## config.mk

```make
export PLATFORM = sky130hd
export DESIGN_NAME = serial_rom_target
export DESIGN_NICKNAME = d
export VERILOG_FILES = /design/src/rtl/srt_pkg.sv /design/src/rtl/srt_rst_sync.sv /design/src/rtl/srt_line_mon.sv /design/src/rtl/srt_addr_ctr.sv /design/src/rtl/srt_store.sv /design/src/rtl/serial_rom_target.sv
export SDC_FILE = /design/constraint.sdc
export NUM_CORES = 2
export LEC_CHECK = 0
export BUFFER_PORTS_ARGS = -buffer_cell sky130_fd_sc_hd__buf_2
export CAP_MARGIN = 40
export CORE_UTILIZATION = 30
export CTS_BUF_LIST = sky130_fd_sc_hd__clkbuf_4 sky130_fd_sc_hd__clkbuf_8
export DETAILED_ROUTE_END_ITERATION = 8
export SLEW_MARGIN = 20
export SYNTH_ARGS = -nofsm -noshare
export SYNTH_HDL_FRONTEND = slang
export SYNTH_SLANG_ARGS = --single-unit
export TNS_END_PERCENT = 5
```

## constraint.sdc

```tcl
create_clock -name clk -period 1.8 [get_ports clk]
set_input_delay 0.36 -clock clk [delete_from_list [all_inputs] [get_ports clk]]
set_output_delay 0.36 -clock clk [all_outputs]
set_load 0.05 [all_outputs]
```

## src/rtl/srt_pkg.sv

```systemverilog
package srt_pkg;

  typedef enum logic [3:0] {
    ST_IDLE,
    ST_HDR,
    ST_HDR_ACK,
    ST_AHI,
    ST_AHI_ACK,
    ST_ALO,
    ST_ALO_ACK,
    ST_WDAT,
    ST_WDAT_ACK,
    ST_RBYTE,
    ST_RACK
  } tgt_st_e;

endpackage

```

## src/rtl/srt_rst_sync.sv

```systemverilog
module srt_rst_sync #(
  parameter int STAGES = 2
) (
  input  logic clk,
  input  logic rst_n,
  output logic rst_sync_n
);

  logic [STAGES-1:0] chain_q;
  logic [STAGES-1:0] chain_d;

  always_comb begin
    chain_d = {chain_q[STAGES-2:0], 1'b1};
  end

  always_ff @(posedge clk or negedge rst_n) begin
    if (!rst_n) chain_q <= '0;
    else        chain_q <= chain_d;
  end

  assign rst_sync_n = chain_q[STAGES-1];

endmodule

```

## src/rtl/srt_line_mon.sv

```systemverilog
module srt_line_mon #(
  parameter int SYNC_STAGES = 2
) (
  input  logic clk,
  input  logic rst_n,
  input  logic scl_in,
  input  logic sda_in,
  output logic scl_s,
  output logic sda_s,
  output logic scl_rise,
  output logic scl_fall,
  output logic start_det,
  output logic stop_det
);

  logic [SYNC_STAGES-1:0] scl_sh_q, scl_sh_d;
  logic [SYNC_STAGES-1:0] sda_sh_q, sda_sh_d;
  logic                   scl_p_q, sda_p_q;

  always_comb begin
    scl_sh_d = {scl_sh_q[SYNC_STAGES-2:0], scl_in};
    sda_sh_d = {sda_sh_q[SYNC_STAGES-2:0], sda_in};
  end

  always_ff @(posedge clk or negedge rst_n) begin
    if (!rst_n) begin
      scl_sh_q <= '1;
      sda_sh_q <= '1;
      scl_p_q  <= 1'b1;
      sda_p_q  <= 1'b1;
    end else begin
      scl_sh_q <= scl_sh_d;
      sda_sh_q <= sda_sh_d;
      scl_p_q  <= scl_s;
      sda_p_q  <= sda_s;
    end
  end

  assign scl_s     = scl_sh_q[SYNC_STAGES-1];
  assign sda_s     = sda_sh_q[SYNC_STAGES-1];
  assign scl_rise  = scl_s & ~scl_p_q;
  assign scl_fall  = ~scl_s & scl_p_q;
  assign start_det = scl_s & scl_p_q & sda_p_q & ~sda_s;
  assign stop_det  = scl_s & scl_p_q & ~sda_p_q & sda_s;

endmodule

```

## src/rtl/srt_addr_ctr.sv

```systemverilog
module srt_addr_ctr #(
  parameter int AW = 9
) (
  input  logic          clk,
  input  logic          rst_n,
  input  logic          load,
  input  logic [AW-1:0] load_val,
  input  logic          inc,
  output logic [AW-1:0] ptr
);

  logic [AW-1:0] ptr_q, ptr_d;

  always_comb begin
    ptr_d = ptr_q;
    if (load)     ptr_d = load_val;
    else if (inc) ptr_d = ptr_q + AW'(1);
  end

  always_ff @(posedge clk or negedge rst_n) begin
    if (!rst_n) ptr_q <= '0;
    else        ptr_q <= ptr_d;
  end

  assign ptr = ptr_q;

  // stepping from the top address lands on zero
  assert_wrap_zero_R6: assert property (@(posedge clk) disable iff (!rst_n)
    (inc && !load && (ptr_q == {AW{1'b1}})) |=> (ptr_q == '0));

  // with no load and no step the counter keeps its value
  assert_ptr_hold_R8: assert property (@(posedge clk) disable iff (!rst_n)
    (!inc && !load) |=> $stable(ptr_q));

endmodule

```

## src/rtl/srt_store.sv

```systemverilog
module srt_store #(
  parameter int DEPTH = 512,
  parameter int DW    = 8,
  localparam int AW   = $clog2(DEPTH)
) (
  input  logic          clk,
  input  logic          wr_en,
  input  logic [AW-1:0] wr_addr,
  input  logic [DW-1:0] wr_data,
  input  logic [AW-1:0] rd_addr,
  output logic [DW-1:0] rd_data
);

  logic [DW-1:0] mem [DEPTH];

  always_ff @(posedge clk) begin
    if (wr_en) mem[wr_addr] <= wr_data;
  end

  assign rd_data = mem[rd_addr];

endmodule

```

## src/rtl/serial_rom_target.sv

```systemverilog
module serial_rom_target #(
  parameter int         DEPTH       = 512,
  parameter int         DW          = 8,
  parameter logic [6:0] DEV_ADDR    = 7'h50,
  parameter int         SYNC_STAGES = 2,
  localparam int        AW          = $clog2(DEPTH),
  localparam int        HI_BITS     = AW - DW
) (
  input  logic          clk,
  input  logic          rst_n,
  input  logic          scl_in,
  input  logic          sda_in,
  output logic          sda_oe,
  input  logic          pl_we,
  input  logic [AW-1:0] pl_addr,
  input  logic [DW-1:0] pl_data
);

  import srt_pkg::*;

  localparam logic [2:0] LAST_BIT = 3'd7;

  logic rst_q;
  logic scl_s, sda_s, scl_rise, scl_fall, start_det, stop_det;

  tgt_st_e             st_q, st_d;
  logic [2:0]          bc_q, bc_d;
  logic                full_q, full_d;
  logic                rw_q, rw_d;
  logic [HI_BITS-1:0]  hi_q, hi_d;
  logic [DW-1:0]       rx_q, rx_d;
  logic [DW-1:0]       tx_q, tx_d;
  logic                oe_q, oe_d;
  logic                ack_q, ack_d;

  logic                ctr_load, ctr_inc;
  logic [AW-1:0]       ctr_val, ptr;
  logic [DW-1:0]       rd_data;
  logic                rx_state;

  srt_rst_sync #(.STAGES(2)) u_rst (
    .clk        (clk),
    .rst_n      (rst_n),
    .rst_sync_n (rst_q)
  );

  srt_line_mon #(.SYNC_STAGES(SYNC_STAGES)) u_mon (
    .clk       (clk),
    .rst_n     (rst_q),
    .scl_in    (scl_in),
    .sda_in    (sda_in),
    .scl_s     (scl_s),
    .sda_s     (sda_s),
    .scl_rise  (scl_rise),
    .scl_fall  (scl_fall),
    .start_det (start_det),
    .stop_det  (stop_det)
  );

  srt_addr_ctr #(.AW(AW)) u_ctr (
    .clk      (clk),
    .rst_n    (rst_q),
    .load     (ctr_load),
    .load_val (ctr_val),
    .inc      (ctr_inc),
    .ptr      (ptr)
  );

  srt_store #(.DEPTH(DEPTH), .DW(DW)) u_mem (
    .clk     (clk),
    .wr_en   (pl_we),
    .wr_addr (pl_addr),
    .wr_data (pl_data),
    .rd_addr (ptr),
    .rd_data (rd_data)
  );

  assign rx_state = (st_q == ST_HDR) || (st_q == ST_AHI) ||
                    (st_q == ST_ALO) || (st_q == ST_WDAT);
  assign ctr_val  = {hi_q, rx_q};

  // next-state logic
  always_comb begin
    st_d     = st_q;
    bc_d     = bc_q;
    full_d   = full_q;
    rw_d     = rw_q;
    hi_d     = hi_q;
    rx_d     = rx_q;
    tx_d     = tx_q;
    oe_d     = oe_q;
    ack_d    = ack_q;
    ctr_load = 1'b0;
    ctr_inc  = 1'b0;

    if (start_det) begin
      st_d   = ST_HDR;
      bc_d   = '0;
      full_d = 1'b0;
      oe_d   = 1'b0;
    end else if (stop_det) begin
      st_d   = ST_IDLE;
      full_d = 1'b0;
      oe_d   = 1'b0;
    end else if (scl_rise) begin
      if (rx_state) begin
        rx_d = {rx_q[DW-2:0], sda_s};
        bc_d = bc_q + 3'd1;
        if (bc_q == LAST_BIT) full_d = 1'b1;
      end else if (st_q == ST_RBYTE) begin
        bc_d = bc_q + 3'd1;
        if (bc_q == LAST_BIT) full_d = 1'b1;
      end else if (st_q == ST_RACK) begin
        ack_d   = ~sda_s;
        ctr_inc = 1'b1;
      end
    end else if (scl_fall) begin
      unique case (st_q)
        ST_HDR: begin
          if (full_q) begin
            full_d = 1'b0;
            if (rx_q[7:1] == DEV_ADDR) begin
              oe_d = 1'b1;
              rw_d = rx_q[0];
              st_d = ST_HDR_ACK;
            end else begin
              st_d = ST_IDLE;
            end
          end
        end
        ST_HDR_ACK: begin
          bc_d = '0;
          if (rw_q) begin
            st_d = ST_RBYTE;
            tx_d = rd_data;
            oe_d = ~rd_data[DW-1];
          end else begin
            st_d = ST_AHI;
            oe_d = 1'b0;
          end
        end
        ST_AHI: begin
          if (full_q) begin
            full_d = 1'b0;
            hi_d   = rx_q[HI_BITS-1:0];
            oe_d   = 1'b1;
            st_d   = ST_AHI_ACK;
          end
        end
        ST_AHI_ACK: begin
          oe_d = 1'b0;
          bc_d = '0;
          st_d = ST_ALO;
        end
        ST_ALO: begin
          if (full_q) begin
            full_d   = 1'b0;
            ctr_load = 1'b1;
            oe_d     = 1'b1;
            st_d     = ST_ALO_ACK;
          end
        end
        ST_ALO_ACK, ST_WDAT_ACK: begin
          oe_d = 1'b0;
          bc_d = '0;
          st_d = ST_WDAT;
        end
        ST_WDAT: begin
          if (full_q) begin
            full_d = 1'b0;
            oe_d   = 1'b1;
            st_d   = ST_WDAT_ACK;
          end
        end
        ST_RBYTE: begin
          if (full_q) begin
            full_d = 1'b0;
            oe_d   = 1'b0;
            st_d   = ST_RACK;
          end else begin
            tx_d = {tx_q[DW-2:0], 1'b0};
            oe_d = ~tx_q[DW-2];
          end
        end
        ST_RACK: begin
          if (ack_q) begin
            st_d = ST_RBYTE;
            bc_d = '0;
            tx_d = rd_data;
            oe_d = ~rd_data[DW-1];
          end else begin
            st_d = ST_IDLE;
            oe_d = 1'b0;
          end
        end
        default: begin
          oe_d = 1'b0;
        end
      endcase
    end
  end

  // state registers
  always_ff @(posedge clk or negedge rst_q) begin
    if (!rst_q) begin
      st_q   <= ST_IDLE;
      bc_q   <= '0;
      full_q <= 1'b0;
      rw_q   <= 1'b0;
      hi_q   <= '0;
      rx_q   <= '0;
      tx_q   <= '0;
      oe_q   <= 1'b0;
      ack_q  <= 1'b0;
    end else begin
      st_q   <= st_d;
      bc_q   <= bc_d;
      full_q <= full_d;
      rw_q   <= rw_d;
      hi_q   <= hi_d;
      rx_q   <= rx_d;
      tx_q   <= tx_d;
      oe_q   <= oe_d;
      ack_q  <= ack_d;
    end
  end

  assign sda_oe = oe_q;

  // the data pin moves only while SCL is low, bar start/stop release
  assert_sda_moves_scl_low_R4: assert property (@(posedge clk) disable iff (!rst_q)
    !$stable(oe_q) |-> (!scl_s || $past(start_det || stop_det)));

  // an idle target never pulls the line
  assert_idle_released_R2: assert property (@(posedge clk) disable iff (!rst_q)
    (st_q == ST_IDLE) |-> !oe_q);

  // a NACK on the ninth clock ends the stream with SDA released
  assert_nack_ends_R7: assert property (@(posedge clk) disable iff (!rst_q)
    (st_q == ST_RACK && scl_fall && !ack_q && !start_det && !stop_det)
      |=> (st_q == ST_IDLE && !oe_q));

  // a foreign header never yields an acknowledge state
  assert_hdr_match_R1: assert property (@(posedge clk) disable iff (!rst_q)
    (st_q == ST_HDR && scl_fall && full_q && (rx_q[7:1] != DEV_ADDR) && !start_det && !stop_det)
      |=> (st_q == ST_IDLE));

endmodule

```

After elaboration in Yosys (flattened, before gate mapping). Memories as Yosys holds them, arrays and structs flattened. Cells that the tools add are included.

Register bits: 44. RAM bits: 4096. Output and inout port bits: 1. Logic and storage cells: 147. Memories kept: 1.

Add/sub/neg operators: 2. Equality and inequality tests: 27. Muxes and demuxes: 60. Bitwise gates (word level): 18. Reductions and logical operators: 24.

Memory list: u_mem.mem (depth 512, width 8, read ports 1, clocked after Yosys merged registers in 0, write ports 1, RTL line srt_store.sv:14) `logic [DW-1:0] mem [DEPTH];`.

Operators by type and width (number): $mux 4 (11); $pmux 4 s9 (1); $mux 1 (32); $ne 4x4->1 const B (6); $mux 3 (7); $mux 7 (3); $pmux 7 s3 (1); $mux 9 (2); $eq 4x3->1 const B (4); $reduce_and 8->1 (2); $eq 4x4->1 const B (3); $reduce_and 6->1 (2); $reduce_bool 4->1 (3); $not 1->1 (11); $reduce_bool 11->1 (1); $reduce_and 5->1 (2); $add 9x1->9 const B (1); $reduce_bool 3->1 (3); $eq 4x2->1 const B (2); $ne 2x2->1 const B (4); $ne 4x1->1 const B (2); $and 1x1->1 (7); $eq 7x7->1 const B (1); $reduce_and 7->1 (1); 17 further kinds (19).

Logic depth before layout (Yosys ltp).
Depth in word-level cells: 10. Mapped depth: 15.

Modules after synthesis. From an unflattened synthesis, not the netlist that was laid out.

Cells, all modules: 8244. Area, all modules: 162124.2 um^2.

Modules (own cells, without submodules): srt_store (instances 1, cells an instance 8022, area each 159767.0 um^2, sequential area each 122998.0 um^2); serial_rom_target (instances 1, cells an instance 153, area each 1599.0 um^2, sequential area each 675.6 um^2); srt_addr_ctr (instances 1, cells an instance 56, area each 514.2 um^2, sequential area each 225.2 um^2); srt_line_mon (instances 1, cells an instance 10, area each 190.2 um^2, sequential area each 157.7 um^2); srt_rst_sync (instances 1, cells an instance 3, area each 53.8 um^2, sequential area each 50.0 um^2).

Worst setup path after synthesis. Ideal clock, no wire load.

Path kind: register to register. Start: reg u_ctr.ptr_q[0] (netlist: u_ctr.ptr[0]). End: reg tx_q[0]. Library setup time: 126 ps. Arrival: 2881 ps. Path slack: -1207 ps. Stages on the path, launching flop included: 12. Buffers on the path: 5. Clock period less this slack: 3007 ps. Cell sequence: dfrtp_1 buf_6 buf_6 buf_4 buf_4 buf_2 mux4_2 mux4_2 mux2i_1 nor2_1 nor4_1 nor2_1.

Word-level cells in the longest chain between the ends: 3. Elaborated cells between the ends (all ways): 4. Those cells by class: 3 x mux; 1 x memory.

RTL lines: start: declaration (RTL line srt_addr_ctr.sv:12) `logic [AW-1:0] ptr_q, ptr_d;`; start signal: assignment (RTL line srt_addr_ctr.sv:22) `else ptr_q <= ptr_d;`; $mem_v2 512x8 (*); $mux 7, on equally long branches (RTL line serial_rom_target.sv:186, serial_rom_target.sv:133); $pmux 7 s3 (*) (RTL line serial_rom_target.sv:118) `unique case (st_q)`; end signal: assignment (RTL line serial_rom_target.sv:222) `tx_q <= tx_d;`; end: declaration (RTL line serial_rom_target.sv:32) `logic [DW-1:0] tx_q, tx_d;`.

Mark *: on every way between the ends. The rest lies on a longest branch, timed or not. The select of a mux whose other input is x is not followed. A chain may end at the register's enable or synchronous reset.

Worst setup path after layout. Ends and elaborated chain as after synthesis.

==> metrics.yaml <==
p_comb_share_pct: 1.9
insertion_delay_ns: 1.26
ys_warn_count: 0
p_switching_mw: 41.2
wl_per_cell_um: 27.6
ant_nets: 0
layout.nets: 9435
ir_drop_mv: 0.674
dp_hpwl_um: 314000
die_h_um: 735
setup_viol: 38
htreeDepth: 6
clk_pin_slew_worst_paths_ns: 0.07
ys_seq_area_share_pct: 77.0
slew_viol_final: 0
pwr-share-seq_pct: 55.9
p_int_mw: 149
cp_common_cell: "buf_16"
final.period_utilization_pct: 206
finalWorstSetupSlack_ns: -1.90
rows: 268
hold_class: "in2reg"
netlist_area_um2: 161000
synth_cell_types: 72
track_usage_pct: 17.0
drc_errors: 0
io_buffers: 22
dieArea_um2: 540000
power_density_nw_per_um2: 947
drive_gt1_share_pct: 43.5
report.final.hold_viol_count: 0
worstPathCellList: "buf_12, buf_16, buf_16, buf_6, buf_12, buf_16, mux4_2, mux4_2, mux2i_1, buf_4, o22ai_4, nor3_4, o32ai_2, mux2i_1, nor2_1"
setup.worst_path.class: "reg2reg"
syn2layout_area_growth_pct: 24.5
grt_pass1_wl_um: 666000
syn_avg_cell_area_um2: 22.2
p_leak_nw: 63.8
grt_pass1_vias: 89185
max_freq_mhz: 270
cts_tree: "yes"
p_sw_share_pct: 21.7
violations: "setup timing"
antenna_found_initial: 33
post_synth_inst_count: 7252
root_buffer: "clkbuf_8"
post-route-min-period_ns: 3.70
synth_flop_cell: "edfxtp_1"
overflow: 0
clock_skew_ns: 0.0752
drt_pass1_iterations: 8
slowest_delay_ns: 0.53
vias: 86122
final_util_pct: 37.6
synth-seq-cells: 4140
cp-end-kind: "flip-flop"
synthArstFlopShare_pct: 1.06
ioPinCount: 23
max-clock-path-buffers: 4
gp_congestion: 0.906
cp_data_required_time_ns: 2.93
run_status: "finished, violations left"
slowest_stage: "mux4_2"
synth_edf_count: 4096
cts.sinks: 4140
hold_ws_ns: 0.103
vias_per_cell: 5.03
dp_slack_ns: -2.51
syn_nets: 7281
timing.slew.headroom_pct: 37.1
drv_cap: 0
initial_core_util_pct: 30.2
grt_start_max_net_pins: 105
die_w_um: 735
path_max_fanout: 7
drt_iter0_markers: 10238
wirelength_um: 472000
worstMarginPinSlew_ns: 0.920
power_frac_clock_pct: 42.2
crit_family: "multiplexers"
cp.arrival_ns: 4.84
rsz0062_at_grt: "true"
path_buf_inv: 7
cp-start-kind: "flip-flop"
numCtsBuffers: 664
fp.coreArea_um2: 534000
## power by group through the flow
stage	logic [mW]	registers, mW	clock network, mW
after floorplan	0.507	108	0
after global placement	3.34	108	0
after detailed placement	3.52	108	0
after CTS	3.58	106	81.4
after global routing	3.81	106	85.3
final	3.63	106	80.0
## routing by layer
metal	global-route usage (%)	share of wire, %	vias to the layer above
met5	0	0.017	-
met4	5.93	3.7	12
met3	3.39	8.6	793
met2	27.8	48	4264
met1	22.7	40	45996
li1	-	-	35057
## worst reg2reg max path: stages (launching register included)
cell,delay [ns]
dfrtp_4,0.51
buf_12,0.15
buf_16,0.15
buf_16,0.17
buf_6,0.13
buf_12,0.12
buf_16,0.14
mux4_2,0.47
mux4_2,0.53
mux2i_1,0.17
buf_4,0.23
o22ai_4,0.10
nor3_4,0.31
o32ai_2,0.18
mux2i_1,0.18
nor2_1,0.07
## final cells by class
class / count / area (um2)
antenna: 15 / 37.5
clock buffer: 880 / 10800
multi-input combinational: 2668 / 35700
fill: 48139 / 333000
sequential: 4140 / 124000
inverter: 11 / 45.0
tap: 7155 / 8950
clock inverter: 320 / 2240
timing repair buffer: 1921 / 18600
## cell usage in the layout, fill, tap and decap left out, drive strengths merged, types with 8 or more instances in the layout
cell type    netlist  layout
a2111oi            8       8
a211oi            21      21
a21oi             75      75
a221oi            17      17
a22oi             59      59
a31oi              8       8
and2              11      11
and3              10      10
buf              258    1890
bufbuf             0       9
bufinv             0      14
clkbuf           175     882
clkinv             1     258
clkinvlp           0      10
dfrtp             38      38
diode              0      15
dlygate4sd3        0      20
edfxtp          4096    4096
inv               10      49
mux2              42      42
mux2i            153     153
mux4            1148    1148
nand2            135     135
nand2b            24      24
nand3             22      22
nor2             598     598
nor2b             28      28
nor3              52      52
nor3b             10      10
nor4              16      16
o211ai             9       9
o21ai             47      47
o221ai            25      25
o22ai             50      50
or3                8       8
## through the flow
stage	area (um2)	setup TNS (ns)	total power, mW	cells
3_3_place_gp	185000	-1196.04	112	15770
4_1_cts	199000	-20.55	191	17032
2_1_floorplan	162000	-208.68	109	7252
3_5_place_dp	185000	-1227.87	112	15774
6_report	201000	-20.90	190	17110
5_1_grt	201000	-22.34	195	17100
## state kept, by name (all words and copies together) (netlist names), 2 cells and up
| name | count |
|---|---|
| u_mon.scl_sh_q | 2 |
| st_q | 4 |
| u_mem.mem | 4096 |
| bc_q | 3 |
| u_mon.sda_sh_q | 2 |
| u_rst.chain_q | 2 |
| rx_q | 8 |
| u_ctr.ptr | 9 |
| tx_q | 7 |
## synthesized netlist by cell type, types with 38 or more instances
cell type | number | area share (%)
a21oi_1 | 75 | 0.23
a22oi_1 | 59 | 0.27
buf_1 | 40 | 0.093
buf_2 | 103 | 0.32
buf_4 | 67 | 0.31
buf_6 | 46 | 0.32
clkbuf_1 | 175 | 0.41
dfrtp_1 | 38 | 0.59
edfxtp_1 | 4096 | 76
mux2_2 | 42 | 0.29
mux2i_1 | 153 | 0.95
mux4_2 | 1148 | 16
nand2_1 | 135 | 0.31
nor2_1 | 598 | 1.4
nor3_1 | 52 | 0.16
o21ai_0 | 45 | 0.14
o22ai_1 | 50 | 0.19
## what timing repair did
| item | CTS | global route |
|---|---|---|
| hold buffers | 20 | 0 |
| setup endpoints to repair | 33 | 54 |
| endpoints found under the hold margin | 4035 | 0 |
| pin swaps | 27 | 35 |
| gates resized for setup | 151 | 98 |
| cloned | 17 | 2 |
| setup buffers | 25 | 63 |
## final timing paths
path | startpoint | slack (ns) | depth (start not counted) | end
worst max-delay path | u_ctr.ptr[0] | -1.90 | 15 | tx_q[0]
worst min-delay path | pl_addr[0] | 0.10 | 6 | u_mem.mem[434][5]
worst max register to register | u_ctr.ptr[0] | -1.90 | 15 | tx_q[0]
worst min register to register | u_rst.chain_q[1] | 0.26 | 0 | rx_q[3]
max in group asynchronous | u_rst.chain_q[1] | 0.84 | 1 | u_ctr.ptr[7]
min in group asynchronous | u_rst.chain_q[1] | 0.26 | 0 | rx_q[3]
## kinds of logic after synthesis
| kind of cell | count (synthesis) | synth area share [%] |
|---|---|---|
| adders and majority gates | 7 | 0.0544 |
| AOI/OAI and AO/OA | 371 | 1.58 |
| muxes | 1343 | 17.3 |
| DFF | 4140 | 77.0 |
| buffers and inverters | 444 | 1.50 |
| xor gates and xnor gates | 1 | 0.00544 |
| and+or+nand+nor | 945 | 2.51 |
| other | 1 | 0.00233 |
Power figures use the tool's default switching activity.
